===== config.mk =====
export PLATFORM = sky130hd
export DESIGN_NAME = phyctl_target
export DESIGN_NICKNAME = d
export VERILOG_FILES = /design/src/rtl/phyctl_pkg.sv /design/src/rtl/phyctl_strobe_track.sv /design/src/rtl/phyctl_pll_timer.sv /design/src/rtl/phyctl_regs.sv /design/src/rtl/phyctl_target.sv
export SDC_FILE = /design/constraint.sdc
export NUM_CORES = 1
export LEC_CHECK = 0
export BUFFER_PORTS_ARGS = -buffer_cell sky130_fd_sc_hd__clkbuf_2
export CAP_MARGIN = 20
export CORE_MARGIN = 2
export CORE_UTILIZATION = 49
export CTS_BUF_LIST = sky130_fd_sc_hd__clkbuf_8 sky130_fd_sc_hd__clkbuf_16
export DETAILED_ROUTE_END_ITERATION = 16
export PLACE_DENSITY = 0.76
export SETUP_SLACK_MARGIN = 0.1
export SLEW_MARGIN = 0
export SYNTH_ARGS = -nofsm -noshare
export SYNTH_HDL_FRONTEND = slang
export SYNTH_SLANG_ARGS = --single-unit

===== constraint.sdc =====
create_clock -name clk -period 8.05 [get_ports clk]
set_clock_uncertainty 0.2 [all_clocks]
set_input_delay 1.61 -clock clk [delete_from_list [all_inputs] [get_ports clk]]
set_output_delay 1.61 -clock clk [all_outputs]
set_load 0.03 [all_outputs]

===== src/rtl/phyctl_pkg.sv =====
package phyctl_pkg;

    typedef logic [15:0] word_t;

    typedef enum logic [1:0] {
        OP_ADDR = 2'd0,
        OP_DATA = 2'd1,
        OP_WR   = 2'd2,
        OP_RD   = 2'd3
    } op_e;

    typedef struct packed {
        logic [3:0] strb;
        word_t      val;
    } ctl_t;

    typedef struct packed {
        logic  fire;
        op_e   op;
        word_t val;
    } cmd_t;

    localparam word_t      CLKRST_ADDR = 16'h7F3F;
    localparam word_t      LANE_ADDR   = 16'h2003;
    localparam int         PLL_BIT     = 1;
    localparam logic [3:0] STRB_RD     = 4'b1000;

    function automatic logic single_strobe(input logic [3:0] s);
        return (s != 4'b0000) && ((s & (s - 4'd1)) == 4'b0000);
    endfunction

    function automatic op_e strobe_op(input logic [3:0] s);
        op_e o;
        case (1'b1)
            s[0]:    o = OP_ADDR;
            s[1]:    o = OP_DATA;
            s[2]:    o = OP_WR;
            default: o = OP_RD;
        endcase
        return o;
    endfunction

endpackage


===== src/rtl/phyctl_strobe_track.sv =====
module phyctl_strobe_track
    import phyctl_pkg::*;
#(
    parameter int ACK_DLY = 2
) (
    input  logic clk,
    input  logic rst,
    input  ctl_t ctl,
    input  logic suppress,
    output cmd_t cmd,
    output logic ack,
    output logic rd_active
);
    localparam int            CNT_W = $clog2(ACK_DLY + 1);
    localparam logic [CNT_W-1:0] LIM = CNT_W'(ACK_DLY);

    logic [3:0]       cur_q;
    logic [CNT_W-1:0] hcnt_q;
    logic             ack_q;

    logic             single, same, at_lim, fire;
    logic [CNT_W-1:0] nxt;

    always_comb begin
        single = single_strobe(ctl.strb);
        same   = (ctl.strb == cur_q);
        at_lim = (hcnt_q == LIM);
        if (!same)       nxt = CNT_W'(1);
        else if (at_lim) nxt = hcnt_q;
        else             nxt = hcnt_q + CNT_W'(1);
        fire = single && (nxt == LIM) && !(same && at_lim);
    end

    always_ff @(posedge clk) begin
        if (rst) begin
            cur_q  <= '0;
            hcnt_q <= '0;
            ack_q  <= 1'b0;
        end else begin
            cur_q  <= ctl.strb;
            hcnt_q <= single ? nxt : '0;
            if (fire) ack_q <= !suppress;
            else      ack_q <= single && same && ack_q;
        end
    end

    assign cmd.fire  = fire;
    assign cmd.op    = strobe_op(ctl.strb);
    assign cmd.val   = ctl.val;
    assign ack       = ack_q;
    assign rd_active = ack_q && (cur_q == STRB_RD);

endmodule


===== src/rtl/phyctl_pll_timer.sv =====
module phyctl_pll_timer #(
    parameter int PLL_DLY = 24
) (
    input  logic clk,
    input  logic rst,
    input  logic restart,
    output logic ready
);
    localparam int               CW   = $clog2(PLL_DLY + 1);
    localparam logic [CW-1:0]    LOAD = CW'(PLL_DLY);

    logic [CW-1:0] cnt_q;

    always_ff @(posedge clk) begin
        if (rst || restart)      cnt_q <= LOAD;
        else if (cnt_q != '0)    cnt_q <= cnt_q - CW'(1);
    end

    assign ready = (cnt_q == '0);

endmodule


===== src/rtl/phyctl_regs.sv =====
module phyctl_regs
    import phyctl_pkg::*;
#(
    parameter int    SCR_N    = 4,
    parameter word_t SCR_BASE = 16'h0010
) (
    input  logic  clk,
    input  logic  rst,
    input  cmd_t  cmd,
    input  logic  pll_ready,
    output logic  suppress,
    output logic  pll_restart,
    output word_t rdata
);
    word_t            addr_q, data_q, rstreg_q, rdata_q, rd_val;
    word_t            scr_q [SCR_N];
    logic [SCR_N-1:0] hit;
    logic             wr_go;

    assign wr_go       = cmd.fire && (cmd.op == OP_WR);
    assign suppress    = wr_go && (addr_q == CLKRST_ADDR) && (data_q != '0);
    assign pll_restart = suppress;

    for (genvar g = 0; g < SCR_N; g++) begin : g_scr
        assign hit[g] = (addr_q == word_t'(SCR_BASE + g));
        always_ff @(posedge clk) begin
            if (rst)                scr_q[g] <= '0;
            else if (wr_go && hit[g]) scr_q[g] <= data_q;
        end
    end

    always_comb begin
        rd_val = '0;
        if (addr_q == CLKRST_ADDR) rd_val = rstreg_q;
        if (addr_q == LANE_ADDR)   rd_val[PLL_BIT] = pll_ready;
        for (int i = 0; i < SCR_N; i++)
            if (hit[i]) rd_val = scr_q[i];
    end

    always_ff @(posedge clk) begin
        if (rst) begin
            addr_q   <= '0;
            data_q   <= '0;
            rstreg_q <= '0;
            rdata_q  <= '0;
        end else if (cmd.fire) begin
            case (cmd.op)
                OP_ADDR: addr_q  <= cmd.val;
                OP_DATA: data_q  <= cmd.val;
                OP_RD:   rdata_q <= rd_val;
                default: if (addr_q == CLKRST_ADDR) rstreg_q <= data_q;
            endcase
        end
    end

    assign rdata = rdata_q;

endmodule


===== src/rtl/phyctl_target.sv =====
module phyctl_target
    import phyctl_pkg::*;
#(
    parameter int    ACK_DLY  = 2,
    parameter int    PLL_DLY  = 24,
    parameter int    SCR_N    = 4,
    parameter word_t SCR_BASE = 16'h0010
) (
    input  logic        clk,
    input  logic        rst,
    input  logic [19:0] ctl_word,
    output logic [18:0] status_word
);
    ctl_t  ctl;
    cmd_t  cmd;
    logic  ack, rd_active, suppress, pll_restart, pll_ready;
    word_t rdata;

    assign ctl.strb = ctl_word[19:16];
    assign ctl.val  = ctl_word[15:0];

    phyctl_strobe_track #(.ACK_DLY(ACK_DLY)) u_track (
        .clk(clk), .rst(rst), .ctl(ctl), .suppress(suppress),
        .cmd(cmd), .ack(ack), .rd_active(rd_active)
    );

    phyctl_regs #(.SCR_N(SCR_N), .SCR_BASE(SCR_BASE)) u_regs (
        .clk(clk), .rst(rst), .cmd(cmd), .pll_ready(pll_ready),
        .suppress(suppress), .pll_restart(pll_restart), .rdata(rdata)
    );

    phyctl_pll_timer #(.PLL_DLY(PLL_DLY)) u_pll (
        .clk(clk), .rst(rst), .restart(pll_restart), .ready(pll_ready)
    );

    assign status_word = {ack, 2'b00, (rd_active ? rdata : 16'h0000)};

endmodule


==> results summary, run 1 <==
The maximum number of pins on one net before global-route repair came out at 56. The remaining routing DRC violations came out at 0. The starting utilization of the core area came out at between 40% and 50%. The count of pins on the block boundary is 41. Global routing used 21.5% of the available tracks. The worst path needs between 3000 and 4000 ps of the cycle, external delays included. The number of vias per cell after detailed routing came out at 5.60. STA classifies the critical path startpoint as an input pin. Global routing consumed, on the met1 layer, ~29% of the routing resources. The relative area change from synthesis to final layout is 13.7%.

The power per cell area is ~210 mW/mm^2. The startpoint identified for the worst register-to-register timing path is u_track.hcnt_q[1]. The clock-pin slew reported for the worst setup and hold paths after clock tree synthesis is 50 ps. Of all cell types, the one taking the most synthesized area is sky130_fd_sc_hd__edfxtp_1. The number of design-rule violations left by the first detailed-router iteration is 342. The global routing stage identified its most utilized layer as met2. The summed area of non-filler cells in the final layout is 0.00708 mm^2. The count of warnings emitted by yosys came out at 0.

The global routing usage on met2 came out at 33.9%. The most frequent cell after synthesis is sky130_fd_sc_hd__and2_1. The delay of the slowest cell on the worst path came out at 750 ps.

The fraction of registers with async set or reset after synthesis is 0%. The count of buffers inserted at the top-level ports came out at 38. The critical path ends at u_pll.cnt_q[2]. The cell area that synthesis handed to floorplanning was 0.00623 mm^2.

The number of flops mapped to enable cells by yosys is 64. The total negative setup slack is 0 ps. The number of setup violations in the final report came out at 0. Setup repair after global routing left no endpoint under its margin. The number of cells traversed by the worst register-to-register path is 7.

The count of maximum capacitance violations came out at 0. The total number of vias is 4272. The count of buffering cells on the critical path with inverters included is 1. Post-CTS repair changed the size of 0 cells. The critical path goes through clkbuf_2 > xnor2_1 > and4_1 > nand4_1 > o21ai_1 > nor3_1. The most critical setup path has its startpoint at ctl_word[18]. The max-slew violation count came out at 0. The cell area after placement is 0.00651 mm^2. The die boundary width is between 100 and 150 um. The commonest cells after synthesis are 82 x sky130_fd_sc_hd__and2_1, 76 x sky130_fd_sc_hd__dfxtp_1, 64 x sky130_fd_sc_hd__edfxtp_1. After synthesis, flip-flops and latches occupy 55.3% of the total area. The met3 layer usage reported by global route came out at 4.57%. The run finished with clean final reports. Hold is met by 249 ps. In this run, CTS created clock tree buffers numbering 17.

The CTS H-tree depth is 4. TritonCTS built the clock tree. The global-route wire length before repair came out at 22000 um. The buffers inserted during post-CTS setup optimization is 0. The worst setup path is captured at a flop. Clock tree synthesis found a total of 140 sinks. The number of antenna violations at the first check in global routing is 0.

The die covers 0.0136 mm^2. The final weighted congestion in routability-driven placement came out at 0.863. The cell count along the critical path is 6. The slew at the pin closest to its max-slew limit is 1080 ps. The count of filler cells inserted in the layout is 1064. The largest delay contributor family on the critical path is simple AND/OR/NAND/NOR gates. After synthesis, the netlist uses 51 different library cells.

The final net count came out at about 600. The number of hold buffers added after CTS was 0. The maximum clock path buffer count came out at 2. Clock latency on the worst-skew pair, taken at its later pin, is around 400 ps.

Along the worst path, the maximum fanout reaches 18. Among all stages on the critical path, the largest delay is contributed by sky130_fd_sc_hd__nand4_1. The top achievable clock speed came out at roughly 260 MHz. The static leakage power came out at 0.00286 uW. The synthesized design contains 140 register bits. The height of the die came out at 117 um. In this run the critical register-to-register path is captured at u_pll.cnt_q[2]. The worst-case headroom to the max-slew limit came out at 27.8%.

Summed over all layers, the global routing overflow is 0. Sorting the synthesized cells by area gives the leading types as sky130_fd_sc_hd__edfxtp_1 31%, sky130_fd_sc_hd__dfxtp_1 24%, sky130_fd_sc_hd__and2_1 8.2%. The average routed wire per standard cell is 17.7 um.

Synthesis produced 548 cells. The remaining number of nets flagged by the antenna check after routing is 0. The path class of the tightest hold or removal check is reg -> reg. The total half-perimeter wirelength after legalization and detailed placement is 9110 um.

The cell row count came out at 41. The critical path is of the in -> reg type. The antenna diode count came out at 0.

The mean cell area of the mapped netlist came out at 11.4 um^2. For this run, the leading register cell type out of synthesis is sky130_fd_sc_hd__dfxtp_1. Of the available clock period, the critical path in the final layout requires between 40% and 50%. The setup slack of the most critical reg-to-reg path is 4590 ps. The via count of the first global-routing pass is 4301. VDD sags by at most 0.218 mV. The data required time at the worst endpoint is roughly 8100 ps. The floorplan core area is 0.0125 mm^2.

At the end of the flow the core is filled with cells to 56.6%. The hold violation total from the final report is 0. For this run, the detailed router's first-pass iteration total came to 5. The final wirelength came out at 13500 um. The clock root buffer master is sky130_fd_sc_hd__clkbuf_16. The area share of the largest cell type after synthesis is a little under a third. The arrival time of the worst setup path came out at 3850 ps. In the final layout, the share of cells above drive strength 1 is between 15 and 20%.
[report_power, final]
group          internal (uW)  total, uW  switching, uW
logic                   21.8       55.0           33.2
clock network            396        667            270
registers                761        770           8.70
[cells by family (layout without fill, tap and decap cells)]
group           after synthesis  after routing  synth area share (%)
fa+ha+maj                     3              3                 0.603
other cells                   1              2                0.0602
mux                          48             48                  8.22
flops                       140            140                  55.3
simple gates                208            208                  20.5
buf+inv                      46             88                  3.60
xor+xnor                      8              8                  1.13
compound gates               94             94                  10.6
[sequential cells by signal, indices dropped and copies added, names as in the netlist]
name             cells
u_pll.cnt_q          5
u_regs.addr_q       16
u_regs.data_q       16
u_regs.rdata        16
u_regs.rstreg_q     16
u_regs.scr_q        64
u_track.ack          1
u_track.cur_q        4
u_track.hcnt_q       2
[placed cells by master (no fill, tap or decap), types with 3 or more instances in the layout]
cell type,count
sky130_fd_sc_hd__and2_1,82
sky130_fd_sc_hd__dfxtp_1,76
sky130_fd_sc_hd__edfxtp_1,64
sky130_fd_sc_hd__nor2_1,43
sky130_fd_sc_hd__clkbuf_2,38
sky130_fd_sc_hd__mux2i_1,32
sky130_fd_sc_hd__nand2_1,23
sky130_fd_sc_hd__inv_1,19
sky130_fd_sc_hd__nand3_1,18
sky130_fd_sc_hd__a21oi_1,17
sky130_fd_sc_hd__clkbuf_16,17
sky130_fd_sc_hd__mux2_2,15
sky130_fd_sc_hd__o22ai_1,15
sky130_fd_sc_hd__o2bb2ai_1,15
sky130_fd_sc_hd__o21a_1,15
sky130_fd_sc_hd__a22o_1,15
sky130_fd_sc_hd__xnor2_1,7
sky130_fd_sc_hd__buf_4,7
sky130_fd_sc_hd__o21ai_0,6
sky130_fd_sc_hd__nor4_1,5
sky130_fd_sc_hd__nor4_4,4
sky130_fd_sc_hd__nand4_1,4
sky130_fd_sc_hd__and4_1,3
sky130_fd_sc_hd__o31ai_2,3
sky130_fd_sc_hd__nor4b_1,3
sky130_fd_sc_hd__nor3_1,3
sky130_fd_sc_hd__nor2b_1,3
sky130_fd_sc_hd__ha_1,3
[layout make-up]
cell class                      count  area [um^2]  share of cell area [%]
Timing Repair Buffer               47          298                    4.21
Multi-Input combinational cell    363         2580                    36.5
Sequential cell                   140         3440                    48.6
Clock inverter                     13         53.8                   0.760
Clock buffer                       19          453                    6.40
Inverter                            9         33.8                   0.477
Tap cell                          172          215                    3.04
[per-layer routing]
layer | vias to the layer above | routed length, um
met5 | - | 0
li1 | 2032 | -
met3 | 19 | 878
met2 | 160 | 6380
met4 | 0 | 212
met1 | 2061 | 6060
[worst min path at each step]
| stage | startpoint | to | depth (start not counted) |
|---|---|---|---|
| finish | u_regs.rstreg_q[5] | u_regs.rstreg_q[5] | 2 |
| global route | u_regs.rstreg_q[7] | u_regs.rstreg_q[7] | 2 |
| CTS | u_regs.rstreg_q[7] | u_regs.rstreg_q[7] | 2 |
| detailed placement | u_regs.rstreg_q[7] | u_regs.rstreg_q[7] | 2 |
| global placement | u_pll.cnt_q[4] | u_pll.cnt_q[4] | 1 |
| floorplan | u_regs.rdata[1] | u_regs.rdata[1] | 2 |
[metrics by stage]
step	setup slack [ps]	power, uW	std cells
after global routing	3980	1540	763
after CTS	3990	1490	760
final	4250	1490	763
after floorplan	3690	819	549
after global placement	4040	834	728
after detailed placement	3910	837	728
[worst reg2reg max path: stages, from the launching register on]
cell	delay (ps)
sky130_fd_sc_hd__dfxtp_1	330
sky130_fd_sc_hd__inv_1	50
sky130_fd_sc_hd__ha_1	270
sky130_fd_sc_hd__nor3b_1	670
sky130_fd_sc_hd__and4b_1	390
sky130_fd_sc_hd__nand4_1	710
sky130_fd_sc_hd__o21ai_1	600
sky130_fd_sc_hd__nor3_1	100
Power figures use the tool's default switching activity.
==> run 2: changes to the inputs <==
- clock period: 8.05 -> 3.9 ns (I/O delays scaled with it)
==> results summary, run 2 (synthesis gave the netlist of run 1 again) <==
Walking the worst path, the cells encountered are or4_4 > nor3_4 > nand2_4 > o31ai_2 > buf_4. For the pin with the worst max-slew slack, the measured transition is ~1100 ps. The worst hold slack came out at 251 ps.

The power per cell area is 467 mW/mm^2. The data required time at the worst endpoint came out at 3820 ps. The number of vias per cell after detailed routing is 5.60.

The first detailed-routing pass took 5 iterations. The area of the multi-input gates is 0.00258 mm^2. The top fanout value on the critical path came out at 18. The global-route wire length before repair is about 23000 um. The library cells used most frequently in the layout, excluding fill and tap cells, are 82 x sky130_fd_sc_hd__and2_1, 76 x sky130_fd_sc_hd__dfxtp_1, 64 x sky130_fd_sc_hd__edfxtp_1. The number of design-rule violations left by the first detailed-router iteration is 310.

The via count of the first global-routing pass is 4407. The repair_antennas step left the layout with diodes totalling 0. The leftover overflow at the end of global routing came out at 0. The count of maximum capacitance violations came out at 0.

For this design, the slowest cell found on the critical path is sky130_fd_sc_hd__or4_4. The flip-flop count of the largest register, all copies and words added is 64. From synthesis to final layout, the design area changed by 15.3%.

The part of the cycle the worst path needs is 73.8%. The worst-case headroom to the max-slew limit came out at 27.7%. The clock insertion delay at the later pin of the skew report is 420 ps.

The power dissipated by switching net loads is 680 uW. The max-slew violation count is 0. The die boundary width is between 100 and 150 um. The run finished with clean final reports.

The placed instances occupy a cell area of around 0.0066 mm^2. Clock tree synthesis selected as its root buffer the cell sky130_fd_sc_hd__clkbuf_16. The switching share of power is roughly 20%. The number of cells after detailed placement is 736. The summed area of non-filler cells in the final layout came out at 0.00718 mm^2. The count of pins on the block boundary is 41. The fraction of layout cells with a size suffix above 1 came out at 19.1%. The remaining routing DRC violations came out at 0. The total half-perimeter wirelength after legalization and detailed placement is 9260 um. After detailed routing, the average wire length per cell comes to 17.7 um. For this block, the via count after detailed routing is 4303. The register ranked first by flip-flop count is u_regs.scr_q. The cell row count is between 40 and 50. The final wirelength came out at 13600 um.

The number of setup violations in the final report came out at 0. The die outline area is 0.0136 mm^2. The static leakage power came out at 0.00288 uW. The portion of total power attributed to sequential cells is 47.5%. VDD sags by at most 0.329 mV. The number of cells in the finished layout apart from fillers came out at 768. The largest delay contributor family on the critical path is simple AND/OR/NAND/NOR gates. The internal power of the cells totals 2670 uW.

In the global route stage, overall resource usage came out at 22.6%. The starting utilization of the core area is between 40% and 50%. The clock-pin slew reported for the worst setup and hold paths after clock tree synthesis came out at approximately 50 ps. The number of clock sinks seen by CTS came out at 140.

STA classifies the critical path startpoint as a flop. The total of cells resized after clock tree synthesis is 0. In this run the post-CTS setup repair buffer count came out at 0.

The remaining number of nets flagged by the antenna check after routing came out at 0. The kind of end point of the critical path is a flop. The critical path class is reg -> reg. Overall power consumption after layout is estimated at 3350 uW.

The maximum clock path buffer count came out at 2. The floorplan core area came out at 0.0125 mm^2. In the final layout, flip-flops and latches occupy ~0.0034 mm^2. The final net count came out at 608.

The count of buffering cells on the critical path with inverters included came out at 1. In the final timing run, aggregate negative setup slack is 0 ps. The library cell used most frequently in the layout, excluding fill and tap cells, is sky130_fd_sc_hd__and2_1. The path class of the tightest hold or removal check is reg -> reg. TritonCTS built the clock tree. The final weighted congestion in routability-driven placement came out at roughly 0.85.

The part of the power in the clock network is 49.2%. The height of the die is 117 um. The part of the total power dissipated in combinational logic came out at 3.3%. The hold violation total from the final report came out at 0.

The top achievable clock speed came out at 347 MHz. The maximum number of pins on one net before global-route repair came out at 55. Counting the fill cells in the layout gives 1076. After clock tree synthesis, the flow added hold-fix buffers numbering 0. The arrival time of the worst setup path came out at 2800 ps. Setup repair after global routing left no endpoint under its margin. The clock period minus final worst setup slack came out at between 2000 and 3000 ps. In this design, the stage delay of the slowest critical-path cell is 560 ps. TritonCTS created 17 clock buffers.

The count of buffers inserted at the top-level ports came out at 38. The number of antenna violations at the first check in global routing is 0. CTS built an H-tree with a depth of 4.
[run 2: cell count changes in the layout (fill, tap and decap cells not counted)]
cell and change:
sky130_fd_sc_hd__inv_4 -1, sky130_fd_sc_hd__clkinv_4 +1, sky130_fd_sc_hd__bufinv_16 +4, sky130_fd_sc_hd__buf_4 +7
sky130_fd_sc_hd__buf_16 -2, sky130_fd_sc_hd__inv_1 -9, sky130_fd_sc_hd__clkbuf_8 -2, sky130_fd_sc_hd__clkinvlp_4 +2
sky130_fd_sc_hd__clkinv_2 +3, sky130_fd_sc_hd__clkinv_1 +2
[run 2: final cells by class]
cell class,count,area share [%]
well taps,172,3.00
clock inverters,15,2.51
repair buffers,52,4.11
clock buffers,17,5.93
flip-flops and latches,140,48.0
multi-input cells,363,36.0
inverters,9,0.471
[run 2: metal layers]
metal	track usage (%)	wire (um)	up-vias
li1	-	-	2036
met4	11.7	284	0
met3	6.18	1080	25
met5	0	0	-
met2	33.5	6390	165
met1	30.6	5850	2077
[run 2: power by group through the flow]
stage	Sequential (uW)	Combinational, uW	Clock [uW]
after global placement	1620	105	0
after floorplan	1620	75.8	0
after detailed placement	1620	111	0
final	1590	112	1650
after CTS	1590	112	1670
after global routing	1590	124	1750
[run 2: worst paths after layout]
kind                        end  slack (ps)                from  cells past startpoint
min reg2reg  u_regs.rstreg_q[4]         250  u_regs.rstreg_q[4]                      2
min          u_regs.rstreg_q[4]         250  u_regs.rstreg_q[4]                      2
max reg2reg  u_regs.scr_q[1][8]        1020    u_regs.addr_q[8]                      5
max          u_regs.scr_q[1][8]        1020    u_regs.addr_q[8]                      5
[run 2: per-stage QoR]
stage               worst slack, ps  util (%)
floorplan                       375         -
global placement                881      52.5
detailed placement              789      52.5
CTS                            1010      57.3
global route                    850      57.3
finish                         1020      57.3
[run 2: tightest hold or removal path, stage by stage (launching register included)]
cell and delay, ps:
sky130_fd_sc_hd__dfxtp_1 310, sky130_fd_sc_hd__nand2_1 50, sky130_fd_sc_hd__a21oi_1 50
==> run 3: changes to the inputs <==
- clock period: 3.9 -> 2.9 ns (I/O delays scaled with it)
==> results summary, run 3 (synthesis gave the netlist of run 1 again) <==
On the critical path, the stage with the largest delay is an instance of sky130_fd_sc_hd__or4_4. The final weighted congestion in routability-driven placement came out at approximately 0.83. The power per cell area is between 600 and 700 mW/mm^2. The worst pin sits at a relative slew slack of 64.7%. Once detail routing completed, the nets flagged for antenna violations numbered 0. STA classifies the critical path startpoint as a flop. The summed area of non-filler cells in the final layout is 0.00727 mm^2.

The clock root buffer master is sky130_fd_sc_hd__clkbuf_16. Walking the worst path, the cells encountered are or4_4 > nor3_4 > nand3b_4 > o31ai_2 > buf_4. The part of the total power dissipated in combinational logic is between 3 and 4%. Of all nets on the critical path, the largest fanout is 16. The final net count came out at 618. STA classifies the critical path endpoint as a flop. The worst-case vdd ir drop is 0.497 mV. The library cell used most frequently in the layout, excluding fill and tap cells, is sky130_fd_sc_hd__and2_1. At the end of the flow the core is filled with cells to about 58%. The floorplan core area came out at 0.0125 mm^2.

Static timing analysis puts the maximum clock frequency at 394 MHz. The hold buffer count at cts came out at 0. The count of maximum capacitance violations is 0. In this run the critical register-to-register path is launched from u_regs.addr_q[8]. The number of design-rule violations left by the first detailed-router iteration came out at 313. The critical path starts at u_regs.addr_q[8]. The global-route wire length before repair came out at between 20000 and 25000 um.

The CTS H-tree depth came out at 4. The internal power of the cells came out at 3670 uW. The buffers inserted during post-CTS setup optimization came out at 0.

The cell area after placement came out at 0.00665 mm^2. The source of the worst hold timing path is ctl_word[2]. The power dissipated by switching net loads came out at 896 uW. Input and output buffers added on the ports amount to 38. The die outline area is about 0.014 mm^2. The part of the power in the clock network is 50.0%. The clock insertion delay at the later pin of the skew report is 420 ps. The endpoint of the worst hold path is u_regs.data_q[2]. After layout, the worst path uses between 80 and 90% of the clock period. The area growth from synthesis to layout is 16.8%. TritonCTS built the clock tree. For this run, the slowest stage of the critical path takes 560 ps. The number of antenna violations at the first check in global routing came out at 0. The maximum clock path buffer count came out at 2. The total number of vias came out at 4302. The final wirelength is approximately 13000 um.

For this design, the sink count on the clock tree is 140. Entering global routing, the biggest net connects 37 pins. Clock-pin slew was measured on the worst setup and hold paths at 60 ps. The number of setup violations in the final report came out at 0.

The register ranked first by flip-flop count is u_regs.scr_q. The starting utilization of the core area came out at 49.7%. Of the total power, the share spent switching nets is 19.6%. 0 antenna diodes ended up in the layout. In this run, CTS created clock tree buffers numbering 17. The static leakage power is between 0.002 and 0.003 uW.

The fraction of layout cells with a size suffix above 1 came out at 20.3%. The average routed wire per standard cell came out at 17.2 um. The class of the tightest hold or removal check is in -> reg.

The overall global routing resource usage is 21.5%. The count of pins on the block boundary is 41. The reg-to-reg endpoint is u_regs.scr_q[0][9]. The total half-perimeter wirelength after legalization and detailed placement came out at 9330 um. In the layout the commonest cells are 82 x sky130_fd_sc_hd__and2_1, 76 x sky130_fd_sc_hd__dfxtp_1, 64 x sky130_fd_sc_hd__edfxtp_1. The height of the die is 117 um. For the pin with the worst max-slew slack, the measured transition is ~520 ps. Setup repair after global routing left no endpoint under its margin. The hold violation total from the final report was 0. At the worst endpoint, the arrival time is 2440 ps. The number of vias per cell after detailed routing came out at 5.53.

The floorplan has 41 rows. The setup path with the least slack is of type reg -> reg. The leftover overflow at the end of global routing is 0. The total of cells resized after clock tree synthesis is 0. Along the worst hold path, the cell count comes to 3. The worst register-to-register path has a setup slack of 360 ps. The number of cells traversed by the worst register-to-register path is 5. The remaining routing DRC violations came out at 0. The max-slew violation count is 0. The portion of total power attributed to sequential cells came out at 46.7%.

The flow ran to the end, and the final reports show no timing, DRC or antenna violations. The register with the most flip-flops in the layout has 64 of them. The data required time at the worst endpoint came out at 2800 ps. The first TritonRoute pass finished after 6 iterations. The via count of the first global-routing pass came to 4244. The worst path needs 2540 ps of the cycle, external delays included. The die boundary width came out at 117 um.
==> run 3: cell types whose count changed in the layout (fill, tap and decap cells not counted), sizes merged <==
cell,delta
buf,+10
bufinv,+1
clkinv,-1
clkinvlp,+1
inv,-1
==> run 3: worst max-delay path by stage <==
stage                                      to  slack, ps  cells after the start
after global routing      u_regs.scr_q[0][13]        280                      5
after floorplan            u_regs.scr_q[1][0]        -90                      6
after global placement     u_regs.scr_q[2][3]        320                      7
after detailed placement   u_regs.scr_q[2][3]        270                      7
after CTS                      status_word[6]        370                      4
final                      u_regs.scr_q[0][9]        360                      5
==> run 3: per-layer routing <==
metal / global-route usage, % / up-vias / share of wire (%)
li1: - / 2062 / -
met1: 29.5 / 2083 / 46
met2: 33.6 / 139 / 47
met3: 5.03 / 18 / 5.8
met4: 7.45 / 0 / 1.2
met5: 0 / - / 0
==> run 3: layout make-up <==
type | count | area, um^2
clock buffers | 17 | 425
clock inverters | 15 | 203
fillers | 1041 | 5240
inverters | 9 | 33.8
multi-input cells | 363 | 2580
flip-flops and latches | 140 | 3440
well taps | 172 | 215
repair buffers | 62 | 370
==> run 3: per-stage QoR <==
| stage | power, uW | hold slack (ps) | TNS (ps) | setup slack [ps] | instances |
|---|---|---|---|---|---|
| final | 4570 | 220 | 0 | 360 | 778 |
| after global routing | 4710 | 223 | 0 | 280 | 778 |
| after CTS | 4600 | 206 | 0 | 369 | 778 |
| after detailed placement | 2320 | 245 | 0 | 266 | 746 |
| after global placement | 2310 | 238 | 0 | 321 | 746 |
| after floorplan | 2270 | 217 | -4450 | -92.4 | 549 |
==> run 3: critical path, delay by kind of cell, from the launching register on <==
family	cells	cell delay [ps]
compound gates	1	210
buf+inv	1	280
flops	1	340
simple gates	3	1170
==> run 3: power groups by stage <==
stage / Combinational [uW] / Sequential, uW / Clock [uW]
detailed placement: 149 / 2180 / 0
global route: 166 / 2140 / 2400
floorplan: 103 / 2170 / 0
finish: 150 / 2140 / 2280
global placement: 141 / 2170 / 0
CTS: 151 / 2130 / 2320
